## config.mk

```make
export PLATFORM = sky130hd
export DESIGN_NAME = sclk_div_gen
export DESIGN_NICKNAME = d
export VERILOG_FILES = /design/src/rtl/sclk_div_pkg.sv /design/src/rtl/sclk_code_decode.sv /design/src/rtl/sclk_timing_calc.sv /design/src/rtl/sclk_div_gen.sv
export SDC_FILE = /design/constraint.sdc
export NUM_CORES = 1
export LEC_CHECK = 0
export BUFFER_PORTS_ARGS = -buffer_cell sky130_fd_sc_hd__clkbuf_2
export CORE_UTILIZATION = 60
export CTS_CLUSTER_SIZE = 12
export DETAILED_ROUTE_END_ITERATION = 10
export GPL_ROUTABILITY_DRIVEN = 0
export GPL_TIMING_DRIVEN = 0
export PLACE_DENSITY = 0.86
export SLEW_MARGIN = 20
export SYNTH_ARGS = -nofsm -noshare
export SYNTH_HDL_FRONTEND = slang
export SYNTH_SLANG_ARGS = --single-unit
```

## constraint.sdc

```tcl
create_clock -name clk -period 9.9 [get_ports clk]
set_input_delay 0.495 -clock clk [delete_from_list [all_inputs] [get_ports clk]]
set_output_delay 0.495 -clock clk [all_outputs]
set_load 0.01 [all_outputs]
```

## src/rtl/sclk_div_pkg.sv

```systemverilog
package sclk_div_pkg;

    localparam int CODE_W = 6;

    // Decoded tap-chain settings for one divider code.
    typedef struct packed {
        logic [3:0] scl_taps;   // SCL tap count, 5..15
        logic [2:0] sda_taps;   // SDA tap count, 1..4
        logic [6:0] offset;     // scl-to-tap offset, 4..126
        logic [7:0] mult;       // tap-to-tap multiplier, 1..128
    } tap_set_t;

endpackage

```

## src/rtl/sclk_code_decode.sv

```systemverilog
module sclk_code_decode
    import sclk_div_pkg::*;
(
    input  logic [CODE_W-1:0] code_i,
    output tap_set_t          taps_o
);

    logic [2:0] idx_a;
    logic [2:0] idx_b;

    // The index bits are scattered across the code word.
    assign idx_a = {code_i[5], code_i[1], code_i[0]};
    assign idx_b = {code_i[4], code_i[3], code_i[2]};

    always_comb begin
        case (idx_a)
            3'd0:    begin taps_o.scl_taps = 4'd9;  taps_o.sda_taps = 3'd3; end
            3'd1:    begin taps_o.scl_taps = 4'd10; taps_o.sda_taps = 3'd3; end
            3'd2:    begin taps_o.scl_taps = 4'd12; taps_o.sda_taps = 3'd4; end
            3'd3:    begin taps_o.scl_taps = 4'd15; taps_o.sda_taps = 3'd4; end
            3'd4:    begin taps_o.scl_taps = 4'd5;  taps_o.sda_taps = 3'd1; end
            3'd5:    begin taps_o.scl_taps = 4'd6;  taps_o.sda_taps = 3'd1; end
            3'd6:    begin taps_o.scl_taps = 4'd7;  taps_o.sda_taps = 3'd2; end
            default: begin taps_o.scl_taps = 4'd8;  taps_o.sda_taps = 3'd2; end
        endcase

        case (idx_b)
            3'd0:    begin taps_o.offset = 7'd4;   taps_o.mult = 8'd1;   end
            3'd1:    begin taps_o.offset = 7'd4;   taps_o.mult = 8'd2;   end
            3'd2:    begin taps_o.offset = 7'd6;   taps_o.mult = 8'd4;   end
            3'd3:    begin taps_o.offset = 7'd6;   taps_o.mult = 8'd8;   end
            3'd4:    begin taps_o.offset = 7'd14;  taps_o.mult = 8'd16;  end
            3'd5:    begin taps_o.offset = 7'd30;  taps_o.mult = 8'd32;  end
            3'd6:    begin taps_o.offset = 7'd62;  taps_o.mult = 8'd64;  end
            default: begin taps_o.offset = 7'd126; taps_o.mult = 8'd128; end
        endcase
    end

endmodule

```

## src/rtl/sclk_timing_calc.sv

```systemverilog
module sclk_timing_calc
    import sclk_div_pkg::*;
#(
    parameter int PER_W  = 12,
    parameter int HOLD_W = 10
) (
    input  tap_set_t          taps_i,
    output logic [PER_W-1:0]  period_o,
    output logic [PER_W-1:0]  half_o,
    output logic [HOLD_W-1:0] hold_o
);

    localparam int HALF_W = PER_W - 1;

    logic [HALF_W-1:0] half_w;

    // Half period: offset + (SCL taps - 1) * mult + 2
    assign half_w = HALF_W'(taps_i.offset)
                  + HALF_W'(taps_i.scl_taps - 4'd1) * HALF_W'(taps_i.mult)
                  + HALF_W'(2);

    assign half_o   = {1'b0, half_w};
    assign period_o = {half_w, 1'b0};

    // Hold after falling SCL: offset + (SDA taps - 1) * mult + 3
    assign hold_o = HOLD_W'(taps_i.offset)
                  + HOLD_W'(taps_i.sda_taps - 3'd1) * HOLD_W'(taps_i.mult)
                  + HOLD_W'(3);

endmodule

```

## src/rtl/sclk_div_gen.sv

```systemverilog
module sclk_div_gen
    import sclk_div_pkg::*;
#(
    parameter int PER_W  = 12,
    parameter int HOLD_W = 10
) (
    input  logic              clk,
    input  logic              rst_n,
    input  logic              en,
    input  logic [CODE_W-1:0] div_code,
    output logic              scl_o,
    output logic              sda_chg_o,
    output logic [PER_W-1:0]  period_o
);

    typedef struct packed {
        logic             run;
        logic [PER_W-1:0] cnt;
        logic [PER_W-1:0] per;
        logic [PER_W-1:0] half;
        logic [PER_W-1:0] chg_at;
        logic             scl;
        logic             strb;
    } state_t;

    tap_set_t          taps;
    logic [PER_W-1:0]  new_per;
    logic [PER_W-1:0]  new_half;
    logic [HOLD_W-1:0] new_hold;
    state_t            st_d;
    state_t            st_q;

    sclk_code_decode u_decode (
        .code_i (div_code),
        .taps_o (taps)
    );

    sclk_timing_calc #(
        .PER_W  (PER_W),
        .HOLD_W (HOLD_W)
    ) u_calc (
        .taps_i   (taps),
        .period_o (new_per),
        .half_o   (new_half),
        .hold_o   (new_hold)
    );

    always_comb begin
        st_d = st_q;
        if (!en) begin
            st_d.run    = 1'b0;
            st_d.cnt    = '0;
            st_d.per    = '0;
            st_d.half   = '0;
            st_d.chg_at = '0;
        end else if (!st_q.run || (st_q.cnt == st_q.per - PER_W'(1))) begin
            // Period boundary: the only point where a new code is taken.
            st_d.run    = 1'b1;
            st_d.cnt    = '0;
            st_d.per    = new_per;
            st_d.half   = new_half;
            st_d.chg_at = new_half + PER_W'(new_hold);
        end else begin
            st_d.cnt = st_q.cnt + PER_W'(1);
        end
        st_d.scl  = !st_d.run || (st_d.cnt < st_d.half);
        st_d.strb = st_d.run && (st_d.cnt == st_d.chg_at);
    end

    always_ff @(posedge clk or negedge rst_n) begin
        if (!rst_n) begin
            st_q        <= '0;
            st_q.scl    <= 1'b1;
        end else begin
            st_q <= st_d;
        end
    end

    assign scl_o     = st_q.scl;
    assign sda_chg_o = st_q.strb;
    assign period_o  = st_q.per;

endmodule

```

* Word level (Yosys, flattened, before mapping) *
Index checks and enable logic that the tools add are counted.

storage, ports and cells
  register bits after elaboration = 51
  input bits = 9
  output and inout bits = 14
  word-level logic and storage cells = 47

cells by class
  add/sub/neg operators = 9
  multiply operators = 2
  $lt $le $gt $ge = 1
  eq/ne operators = 15
  multiplexer cells = 6
  reduce and logical (&&, ||, !) cells = 7

operator list
  operator                                            count
  one-hot mux 15 bit (7 select lines)                 1
  2-to-1 mux 49 bit                                   1
  one-hot mux 7 bit (7 select lines)                  1
  2-to-1 mux 36 bit                                   1
  == test 12 bit                                      2
  == test 3 bit, second input constant                6
  adder 11 x 10 -> 12 bit                             1
  adder 12 x 1 -> 12 bit, second input constant       1
  == test 3 x 2 -> 1 bit, second input constant       4
  < comparator 12 bit                                 1
  2-to-1 mux 12 bit                                   1
  subtractor 12 x 1 -> 12 bit, second input constant  1
  adder 11 x 2 -> 11 bit, second input constant       1
  adder 7 x 11 -> 11 bit                              1
  multiplier 11 x 8 -> 11 bit                         1
  adder 10 x 2 -> 10 bit, second input constant       1
  adder 7 x 10 -> 10 bit                              1
  multiplier 10 x 8 -> 10 bit                         1
  == test 3 x 1 -> 1 bit, second input constant       2
  logical NOT 3 bit                                   2
  subtractor 4 x 1 -> 5 bit, second input constant    1
  subtractor 3 x 1 -> 4 bit, second input constant    1
  logical NOT 1 bit                                   2
  logical OR 1 bit                                    2
  3 further kinds                                     3

* Depth between registers and ports, before layout *
  word-level depth = 11
  mapped depth = 29

* Cells and area by module *
Synthesis repeated with hierarchy kept, for this count alone.

second synthesis, totals
  cells, all modules = 726
  area total of the unflattened synthesis = 6505.0 um^2

modules (own cells, without submodules)
  module            instances  cells each  area each (um^2)  sequential area each (um^2)
  sclk_div_gen      1          390         3664.8            1277.5
  sclk_timing_calc  1          308         2645.0            0.0
  sclk_code_decode  1          28          195.2             0.0

* Least setup slack after synthesis *
Ideal clock, no wire load.

  path kind = input -> register
  start point = input port div_code[1]
  end point = register st_q, in the netlist sda_chg_o
  library setup time = 111 ps
  arrival = 6046 ps
  required time = 9789 ps
  setup slack = 3743 ps
  stages = 21
  cells stage by stage = clkbuf_1 -> xor2_1 -> ha_1 -> or3_1 -> fa_1 -> inv_1 -> fa_1 -> fa_1 -> inv_1 -> fa_1 -> inv_1 -> ha_1 -> a21oi_1 -> xnor2_1 -> ha_1 -> a21o_1 -> a21oi_1 -> a21boi_0 -> mux2i_1 -> o221a_2 -> a2111oi_2

RTL lines
  what                  RTL line            RTL
  from (decl)           sclk_div_gen.sv:10  input logic [CODE_W-1:0] div_code,
  to (signal assigned)  sclk_div_gen.sv:75  st_q <= st_d;
  to (decl)             sclk_div_gen.sv:31  state_t st_q;

==> summary.md <==
| Metric | Value |
|---|---|
| Final WL | `14600 um` |
| Drt first pass iters | `7` |
| Row count | `37` |
| Post-DRT Antenna Nets | `0` |
| WP data arrival | `between 7 and 8 ns` |
| CTS Buf Count | `5` |
| IO Count | `23` |
| Place WS | `~2.8 ns` |
| GRT Total Usage | `27.2%` |
| Non-Filler Instances | `942` |
| Slew Limit Fails | `0` |
| Unique cell type count in the Yosys netlist | `70` |
| Synth area leader | `fa_1` |
| LEAKAGE | `approximately 3.5 nW` |
| # placed instances | `roughly 930` |
| Register area share after synthesis | `a little under a fifth` |
| Fill count | `between 800 and 900` |
| Post-layout util | `67.1%` |
| Part of the power in registers | `roughly 15%` |
| Starting Density | `about 63%` |
| Worst VDD drop | `approximately 230 uV` |
| Setup TNS | `0 ns` |
| Comb pwr share | `around four fifths` |
| Mean number of vias per cell | `about 5.7` |
| Max-cap viol count | `0` |
| Syn Area/Cell | `between 8 and 9 um2` |
| Synthesis-to-layout area growth | `7.34%` |
| Reg2Reg Depth | `19` |
| Mapped Area | `between 6000 and 7000 um2` |
| Vias | `~5400` |
| Commonest cells in the netlist | `112 x inv_1, 70 x nand2_1, 68 x nor2_1` |
| Clock sinks | `50` |
| Outcome | `finished, final reports clean` |
| Clock Tree Buf Depth | `2` |
| WL/cell | `roughly 15 um` |
| Ranking of synthesized cells by area | `fa_1 19%, dfrtp_1 19%, ha_1 12%` |
| Initial antenna violation count | `0` |
| Die width | `around 110 um` |
| Post-CTS Setup Repair Bufs | `0` |
| Power Dens Cells | `between 200 and 300 nW/um2` |
| Clock power frac | `under 10%` |
| Post-synth top area share | `between 10% and 20%` |
| Critical Path End Type | `register` |
| Post-synthesis register bit count | `50` |
| Slew @ Worst Pin | `roughly 0.86 ns` |
| Final period demand of the worst path | `around 6.9 ns` |
| DP Area | `approximately 6900 um2` |
| First-pass GRT wire length | `around 25000 um` |
| Post-synth top flop | `dfrtp_1` |
| Layout Skew | `around 0.0068 ns` |
| Crit path required time | `slightly above 10 ns` |
| Post-Synthesis Cells | `749` |
| YS warnings | `0` |
| DR DRC count | `0` |
| Core Area | `between 10000 and 15000 um2` |
| CTS H-Tree Depth | `2` |
| Worst min path class | `primary input to async pin` |
| Worst relative slew slack | `between 40 and 50%` |
| Smallest setup slack after layout | `approximately 3 ns` |
| Number of buffers added on ports | `20` |
| Post-DP HPWL | `between 10000 and 15000 um` |
| Switch share | `between 50 and 60%` |
| Final setup viols | `0` |
| Tot Pwr | `1.88 mW` |
| CTS root buffer | `clkbuf_8` |
| CP startpoint kind | `primary input` |
| Worst-Skew Late Latency | `~0.31 ns` |
| CTS tree | `done` |
| Antenna diodes | `0` |
| CP max FO | `10` |
| Die Ht | `~110 um` |
| R2r startpoint | `period_o[5]$_DFFE_PN0P_` |
| Final Hold Viols | `0` |
| Number of global-route vias before repair | `5423` |
| DIE AREA | `around 11000 um2` |
| Final net count | `941` |
| Register-to-Register Setup Slack | `between 4 and 5 ns` |
| Int Power | `0.941 mW` |
| Fin Hold WS | `~0.24 ns` |
| Layout cells sized above 1 | `under 10%` |
| Largest net degree at the start of global routing | `a little over 50` |
| Max Clk Rate | `145 MHz` |
| Gr ovfl total | `0` |
| Post-synth EDFFs | `0` |
| Most numerous cell in the Yosys netlist | `inv_1` |
| Crit share post-route | `~70%` |
| Worst r2r dst | `scl_o$_DFF_PN1_` |
| Ys async rst share | `100%` |
| Post-cts resize count | `0` |
| Switching power | `~0.94 mW` |
| Critical path class | `primary input to register` |
| RSZ-0062 raised after global routing | `false` |
| 1st-iter DRT viols | `321` |
| Clk slew on worst S/H paths | `approximately 0.10 ns` |
| Fin area | `7020 um2` |
| CP startpoint | `div_code[1]` |
| Post-CTS Hold Buffers | `0` |
[cells by family after synthesis]
logic type      share of synthesized area (%)
mux                                      1.45
fa+ha+maj                                31.5
simple gates                             16.2
other cells                             0.115
xor+xnor                                 9.71
flops                                    19.1
compound gates                           12.1
buf+inv                                  9.79
[layout by cell type, fill, tap and decap left out, drive strengths merged, types with 5 or more instances in the layout]
cell type / instances
a21oi: 45
dfrtp: 49
nand2: 70
a21o: 17
clkbuf: 45
nor2b: 5
mux2i: 8
xnor2: 46
nor2: 69
o21bai: 6
a211oi: 6
fa: 63
xor2: 24
and3: 7
conb: 31
inv: 113
nand4: 10
ha: 64
nand3: 14
buf: 20
nand2b: 12
o211ai: 6
o21ai: 9
nor3: 8
[metal layers]
layer | vias to the layer above | part of all wire (%) | routed length, um | global-route usage (%)
met5 | - | 0 | 0 | 0
met4 | 0 | 3.9 | 571 | 11.4
met3 | 48 | 5.6 | 813 | 2.27
met2 | 227 | 52 | 7500 | 49.6
met1 | 2600 | 39 | 5680 | 32.7
li1 | 2506 | - | - | -
[power groups by stage]
| stage | clock network (mW) | registers (mW) | logic (mW) |
|---|---|---|---|
| 2_1_floorplan | 0 | 0.271 | 1.14 |
| 3_3_place_gp | 0 | 0.277 | 1.37 |
| 3_5_place_dp | 0 | 0.279 | 1.44 |
| 4_1_cts | 0.131 | 0.275 | 1.45 |
| 5_1_grt | 0.140 | 0.281 | 1.61 |
| 6_report | 0.132 | 0.276 | 1.48 |
[registers in the layout, indices dropped and copies added, names as in the netlist]
signal and count:
scl_o 1, sda_chg_o 1, period_o 11, st_q 37
[worst max-delay path, cell delays in order]
cell and delay, ns:
clkbuf_1 0.35, clkinv_1 0.42, nor3_1 0.42, inv_1 0.12, fa_1 0.53, fa_1 0.56, inv_1 0.05, fa_1 0.53
inv_1 0.05, fa_1 0.52, inv_1 0.04, ha_1 0.34, nand4_1 0.10, nand3_1 0.11, nor2_1 0.06, xnor2_1 0.35
ha_1 0.37, a21o_1 0.21, a21oi_1 0.18, a21boi_0 0.38, mux2i_1 0.18, o221a_2 0.33, a2111oi_2 0.37
[area by class of cell]
type                            count  area, um2  share of cell area, %
Buffer                             39        213                   3.03
Clock buffer                        6       82.6                   1.18
Clock inverter                      2       16.3                  0.232
Inverter                          114        428                   6.09
Multi-Input combinational cell    575       4760                   67.8
Sequential cell                    50       1250                   17.8
Tap cell                          136        170                   2.42
Timing Repair Buffer               20        103                   1.46
[worst max path at each step]
stage                           to  slack [ns]
3_3_place_gp   sda_chg_o$_DFF_PN0_        3.04
6_report       sda_chg_o$_DFF_PN0_        3.00
3_5_place_dp   sda_chg_o$_DFF_PN0_        2.83
4_1_cts        sda_chg_o$_DFF_PN0_        3.13
5_1_grt        sda_chg_o$_DFF_PN0_        2.72
2_1_floorplan  sda_chg_o$_DFF_PN0_        3.74
(Power assumes the default switching activity.)
